### config.mk
export PLATFORM = sky130hd
export DESIGN_NAME = pmu_top
export DESIGN_NICKNAME = d
export VERILOG_FILES = /design/src/rtl/pmu_pkg.sv /design/src/rtl/pmu_ctrl.sv /design/src/rtl/pmu_evt_counter.sv /design/src/rtl/pmu_datapath.sv /design/src/rtl/pmu_top.sv
export SDC_FILE = /design/constraint.sdc
export NUM_CORES = 1
export LEC_CHECK = 0
export BUFFER_PORTS_ARGS = -buffer_cell sky130_fd_sc_hd__buf_2
export CAP_MARGIN = 20
export CORE_MARGIN = 4
export CORE_UTILIZATION = 60
export CTS_CLUSTER_DIAMETER = 80
export DETAILED_ROUTE_END_ITERATION = 12
export PLACE_DENSITY = 0.8
export SLEW_MARGIN = 20
export SYNTH_ARGS = -nofsm -noshare
export SYNTH_HDL_FRONTEND = slang
export SYNTH_HIERARCHICAL = 1
export SYNTH_SLANG_ARGS = --single-unit
### constraint.sdc
create_clock -name clk -period 6.2 [get_ports clk]
set_input_delay 0.93 -clock clk [delete_from_list [all_inputs] [get_ports clk]]
set_output_delay 0.93 -clock clk [all_outputs]
set_load 0.05 [all_outputs]
### src/rtl/pmu_pkg.sv
`timescale 1ns/1ps
package pmu_pkg;
  localparam int unsigned NUM_CNT = 2;
  localparam int unsigned IDX_W   = 32;
  localparam int unsigned CTL_W   = 32;
  localparam int unsigned HALF_W  = CTL_W / NUM_CNT;
  localparam int unsigned CFG_W   = 9;
  localparam int unsigned RING_LO_BIT = 6;
  localparam int unsigned RING_HI_BIT = 7;
  localparam int unsigned MODE_BIT    = 8;

  localparam logic [IDX_W-1:0] IDX_CYCLE = 32'h10;
  localparam logic [IDX_W-1:0] IDX_CTL   = 32'h11;
  localparam logic [IDX_W-1:0] IDX_EVT0  = 32'h12;
  localparam logic [IDX_W-1:0] IDX_EVT1  = 32'h13;

  typedef enum logic [2:0] {
    RD_NONE, RD_CYCLE, RD_CTL, RD_EVT0, RD_EVT1
  } rdSel_e;

  typedef struct packed {
    logic               wrCycle;
    logic               wrCtl;
    logic [NUM_CNT-1:0] wrEvt;
    logic               rdEn;
    rdSel_e             rdSel;
  } pmuStrobe_t;

  function automatic logic isReserved(input logic [5:0] sel);
    return (sel == 6'h10) || (sel == 6'h11) || (sel == 6'h20) || (sel == 6'h21);
  endfunction
endpackage

### src/rtl/pmu_ctrl.sv
`timescale 1ns/1ps
module pmu_ctrl
  import pmu_pkg::*;
(
  input  logic             accValid,
  input  logic             accWrite,
  input  logic [IDX_W-1:0] accIndex,
  output pmuStrobe_t       strobe
);
  logic hitCycle, hitCtl, hitEvt0, hitEvt1, doWr, doRd;

  always_comb begin
    hitCycle = (accIndex == IDX_CYCLE);
    hitCtl   = (accIndex == IDX_CTL);
    hitEvt0  = (accIndex == IDX_EVT0);
    hitEvt1  = (accIndex == IDX_EVT1);
    doWr     = accValid && accWrite;
    doRd     = accValid && !accWrite;

    strobe.wrCycle  = doWr && hitCycle;
    strobe.wrCtl    = doWr && hitCtl;
    strobe.wrEvt[0] = doWr && hitEvt0;
    strobe.wrEvt[1] = doWr && hitEvt1;
    strobe.rdEn     = doRd;
    if (hitCycle)     strobe.rdSel = RD_CYCLE;
    else if (hitCtl)  strobe.rdSel = RD_CTL;
    else if (hitEvt0) strobe.rdSel = RD_EVT0;
    else if (hitEvt1) strobe.rdSel = RD_EVT1;
    else              strobe.rdSel = RD_NONE;
  end
endmodule

### src/rtl/pmu_evt_counter.sv
`timescale 1ns/1ps
module pmu_evt_counter
  import pmu_pkg::*;
#(
  parameter int unsigned NUM_EVENTS = 64,
  parameter int unsigned EVT_W      = 2,
  parameter int unsigned DATA_W     = 64
) (
  input  logic                         clk,
  input  logic                         rst_n,
  input  logic [CFG_W-1:0]             cfg,
  input  logic [NUM_EVENTS*EVT_W-1:0]  evtCount,
  input  logic [1:0]                   curRing,
  input  logic                         wrEn,
  input  logic [DATA_W-1:0]            wrData,
  output logic [DATA_W-1:0]            count
);
  localparam int unsigned SEL_W = $clog2(NUM_EVENTS);

  logic [SEL_W-1:0]  sel;
  logic [EVT_W-1:0]  selCount;
  logic              ringOk;
  logic              blocked;
  logic [DATA_W-1:0] incr;

  always_comb begin
    sel      = cfg[SEL_W-1:0];
    selCount = evtCount[int'(sel)*EVT_W +: EVT_W];
    ringOk   = (curRing == 2'd3) ? cfg[RING_HI_BIT] : cfg[RING_LO_BIT];
    blocked  = !ringOk || isReserved(6'(sel));
    if (blocked)            incr = '0;
    else if (cfg[MODE_BIT]) incr = DATA_W'(selCount != '0);
    else                    incr = DATA_W'(selCount);
  end

  always_ff @(posedge clk or negedge rst_n) begin
    if (!rst_n)    count <= '0;
    else if (wrEn) count <= wrData;
    else           count <= count + incr;
  end
endmodule

### src/rtl/pmu_datapath.sv
`timescale 1ns/1ps
module pmu_datapath
  import pmu_pkg::*;
#(
  parameter int unsigned NUM_EVENTS = 64,
  parameter int unsigned EVT_W      = 2,
  parameter int unsigned DATA_W     = 64
) (
  input  logic                        clk,
  input  logic                        rst_n,
  input  pmuStrobe_t                  strobe,
  input  logic [DATA_W-1:0]           accWdata,
  input  logic [NUM_EVENTS*EVT_W-1:0] evtCount,
  input  logic [1:0]                  curRing,
  output logic [DATA_W-1:0]           accRdata,
  output logic [DATA_W-1:0]           cycleCnt,
  output logic [CTL_W-1:0]            ctlWord,
  output logic [DATA_W-1:0]           evCntA,
  output logic [DATA_W-1:0]           evCntB
);
  logic [DATA_W-1:0] evCnt [NUM_CNT];

  always_ff @(posedge clk or negedge rst_n) begin
    if (!rst_n)              cycleCnt <= '0;
    else if (strobe.wrCycle) cycleCnt <= accWdata;
    else                     cycleCnt <= cycleCnt + DATA_W'(1);
  end

  always_ff @(posedge clk or negedge rst_n) begin
    if (!rst_n)            ctlWord <= '0;
    else if (strobe.wrCtl) ctlWord <= accWdata[CTL_W-1:0];
  end

  for (genvar k = 0; k < NUM_CNT; k++) begin : g_cnt
    pmu_evt_counter #(
      .NUM_EVENTS(NUM_EVENTS), .EVT_W(EVT_W), .DATA_W(DATA_W)
    ) u_cnt (
      .clk      (clk),
      .rst_n    (rst_n),
      .cfg      (ctlWord[k*HALF_W +: CFG_W]),
      .evtCount (evtCount),
      .curRing  (curRing),
      .wrEn     (strobe.wrEvt[k]),
      .wrData   (accWdata),
      .count    (evCnt[k])
    );
  end

  assign evCntA = evCnt[0];
  assign evCntB = evCnt[1];

  always_ff @(posedge clk or negedge rst_n) begin
    if (!rst_n) accRdata <= '0;
    else if (strobe.rdEn) begin
      case (strobe.rdSel)
        RD_CYCLE: accRdata <= cycleCnt;
        RD_CTL:   accRdata <= DATA_W'(ctlWord);
        RD_EVT0:  accRdata <= evCnt[0];
        RD_EVT1:  accRdata <= evCnt[1];
        default:  accRdata <= '0;
      endcase
    end
  end
endmodule

### src/rtl/pmu_top.sv
`timescale 1ns/1ps
module pmu_top
  import pmu_pkg::*;
#(
  parameter int unsigned NUM_EVENTS = 64,
  parameter int unsigned EVT_W      = 2,
  parameter int unsigned DATA_W     = 64
) (
  input  logic                        clk,
  input  logic                        rst_n,
  input  logic                        accValid,
  input  logic                        accWrite,
  input  logic [IDX_W-1:0]            accIndex,
  input  logic [DATA_W-1:0]           accWdata,
  output logic [DATA_W-1:0]           accRdata,
  input  logic [NUM_EVENTS*EVT_W-1:0] evtCount,
  input  logic [1:0]                  curRing
);
  pmuStrobe_t        strobe;
  logic [DATA_W-1:0] cycleCnt;
  logic [CTL_W-1:0]  ctlWord;
  logic [DATA_W-1:0] evCntA;
  logic [DATA_W-1:0] evCntB;

  pmu_ctrl u_ctrl (
    .accValid (accValid),
    .accWrite (accWrite),
    .accIndex (accIndex),
    .strobe   (strobe)
  );

  pmu_datapath #(
    .NUM_EVENTS(NUM_EVENTS), .EVT_W(EVT_W), .DATA_W(DATA_W)
  ) u_dp (
    .clk      (clk),
    .rst_n    (rst_n),
    .strobe   (strobe),
    .accWdata (accWdata),
    .evtCount (evtCount),
    .curRing  (curRing),
    .accRdata (accRdata),
    .cycleCnt (cycleCnt),
    .ctlWord  (ctlWord),
    .evCntA   (evCntA),
    .evCntB   (evCntB)
  );
endmodule

==> metrics.txt <==
status finished, final reports clean; Total GRT Usage between 30% and 40%; Crit. End Element flip-flop; CORE AREA around 31000 um2; Yosys top cell area share 38.44%; # fillers about 2500; layout cell share with drive strength beyond 1 between 20 and 25%; area leader, netlist dfrtp_1; main flop type after synthesis dfrtp_1; Final setup viols 0; drt wl/cell around 22 um; setup tns final 0 ns; clock share of power between 40% and 50%; TritonCTS buffer count 31; critical path arrival between 5 and 6 ns; vias roughly 18000; PD cells approximately 190 nW/um2; chip width approximately 180 um; DR DRC count 0; CP startpoint kind flip-flop; Tcrit/Tclk final around nine tenths; Max Fclk around 180 MHz; reg-to-reg critical path startpoint u_dp/ctlWord[17]; first-pass GRT wire length 93030 um; FF+latch count, synth approximately 290; max-slew violations 0; worst setup margin around 0.72 ns; clk sink count 288; maxcap violations 0; Gate Count Post-Synth about 2100; Detail Route Antenna Nets 0; Sw Ratio 22.62%; most frequent cells in the layout buf_2 (292), dfrtp_1 (285), nand2_1 (231); H-tree depth 1; Crit Path Class flip-flop to flip-flop; # hold bufs at CTS 0; Nets between 2000 and 2500; gpl congestion approximately 0.94; top cells by area, synth dfrtp_1 (38%), mux2i_1 (7.7%), nand2_1 (4.6%); Slew HR roughly a fifth; clock buffer depth 3; Area after DPL 20390 um2; Layout Utilization between 60% and 70%; Detail Placement HPWL roughly 41000 um; Core Rows between 60 and 70; post-CTS sizing 0; Port Buffer Count a little under 300; pin count of the biggest net entering global routing 126; mapped cell area approximately 19000 um2; final wirelength between 50000 and 60000 um; initial antenna violation count 1; Final Instance Area 21490 um2; Area growth syn-to-layout 14.60%; syn_area_per_cell roughly 9.1 um2; CTS tree built; final antenna diode count 0; Worst-path clk slew approximately 0.06 ns; static leakage around 8.5 nW; Synth async-reset ratio 100.0%; Die ar. between 30000 and 40000 um2; routed vias/inst between 6 and 7; Ys Warns 6; crit-path max FO 41; Die Height 184.8 um; Hold/Removal Path Class primary input to asynchronous set/reset pin; GRT Residual Overflow 0; NetSw a little over 0.0009 W; register area share after synthesis between 30 and 40%; clock latency on the worst-skew pair around 0.56 ns; DRT Pass-1 Iters 8; Starting Density around three fifths; synth unique cells 72; Post-Syn Nets 2288; Comb pwr share 5.3%; Slew @ Worst Pin between 1 and 1.5 ns; final hold violations 0; WP data required about 6.6 ns; vias in the first global route 17690; Tmin final 5.478 ns; pre-CTS worst setup slack 0.8448 ns; Clock Skew between 0.01 and 0.015 ns; sequential share of power a little under half; Ports slightly below 300; root buffer cell clkbuf_16; maximum vdd drop ~190 uV; DRT iter0 DRCs 1743; postcts setup bufs 0; RSZ-0062 raised after global routing no; Post-synth EDFFs 0; commonest non-fill, non-tap cell in the layout buf_2; crit path from u_dp/ctlWord[17]; Int Power ~0.0031 W
metal layers:
metal  global-route usage, %  share of wire, %
met4                   12.80               4.1
met2                   57.19                49
met3                   4.438               7.9
met5                       0             0.012
met1                   43.62                39
power groups by stage:
stage          clock, W  combinational, W  sequential, W
4_1_cts         0.00198          0.000212        0.00188
2_1_floorplan         0         0.0000445        0.00191
6_report        0.00196          0.000214        0.00188
5_1_grt         0.00205          0.000231        0.00188
3_5_place_dp          0          0.000211        0.00191
3_3_place_gp          0          0.000207        0.00191
cells by family after synthesis:
kind of cell	after synthesis	synth area share (%)
AO/OA/AOI/OAI	406	13.37
XOR/XNOR	169	7.894
adder cells (fa/ha/maj)	7	0.5472
multiplexers	222	14.05
buffers and inverters	229	4.938
AND/OR/NAND/NOR	730	20.77
flip-flops	288	38.44
per-stage QoR:
stage | hold slack [ns] | total power [W] | std cells
after floorplan | 0.4800 | 0.001959 | 2051
after global placement | 0.4886 | 0.002121 | 2624
after detailed placement | 0.4941 | 0.002125 | 2624
after CTS | 0.4263 | 0.004068 | 2680
after global routing | 0.4390 | 0.004162 | 2681
final | 0.3701 | 0.004049 | 2681
sequential cells by signal, summed over array words and instances, names as in the netlist:
name / cells
u_dp/accRdata: 64
u_dp/ctlWord: 32
u_dp/cycleCnt: 64
u_dp/g_cnt.u_cnt/count: 128
final cells by class:
type                            count  area (um2)  area share (%)
Multi-Input combinational cell   1534       10690           49.76
Sequential cell                   288        7211           33.56
Clock inverter                     16       186.4          0.8676
Tap cell                          396       495.5           2.306
Inverter                           91       341.6           1.590
Timing Repair Buffer              316        1672           7.779
Clock buffer                       40       889.6           4.140
worst max-delay path, stage by stage (launching register included):
cell	delay, ns
dfrtp_2	1.03
mux2i_1	0.23
a2111oi_0	0.54
o211ai_1	0.16
o2111ai_1	0.13
nor3_1	0.13
o311ai_0	0.41
ha_1	0.25
inv_1	0.06
fa_1	0.39
and3b_1	0.33
nand4b_1	0.20
or4b_1	0.88
nor3_1	0.33
xnor2_1	0.16
o21ai_1	0.08
synth_stat cells, types with 6 or more instances:
master / instances
dfrtp_1: 288
nand2_1: 231
mux2i_1: 145
o21ai_0: 123
nand3_1: 104
clkbuf_1: 96
inv_1: 91
xor2_1: 89
nor2_1: 88
xnor2_1: 80
nand4_1: 71
o22ai_1: 64
a22oi_1: 53
mux2_2: 49
o21ai_1: 47
nor3_1: 38
a21oi_1: 34
and3_1: 33
o22a_1: 32
nor4_1: 29
mux4_2: 28
and4_1: 22
nor2b_1: 22
buf_2: 19
or4_1: 19
and2_1: 17
buf_1: 14
a31oi_1: 13
or3_1: 12
a211oi_1: 8
nand2b_1: 7
o31ai_1: 7
nor4_2: 6
worst paths after layout:
| check | end | slack (ns) | cells past startpoint |
|---|---|---|---|
| worst min-delay path | u_dp/g_cnt[0].u_cnt/count[54] | 0.37 | 1 |
| worst min register to register | u_dp/ctlWord[30] | 0.51 | 1 |
| min in group clk | u_dp/ctlWord[30] | 0.51 | 1 |
| max in group asynchronous | u_dp/ctlWord[17] | 4.37 | 2 |
| worst max-delay path | u_dp/g_cnt[1].u_cnt/count[56] | 0.72 | 15 |
| worst max register to register | u_dp/g_cnt[1].u_cnt/count[56] | 0.72 | 15 |
(Power assumes the default switching activity.)
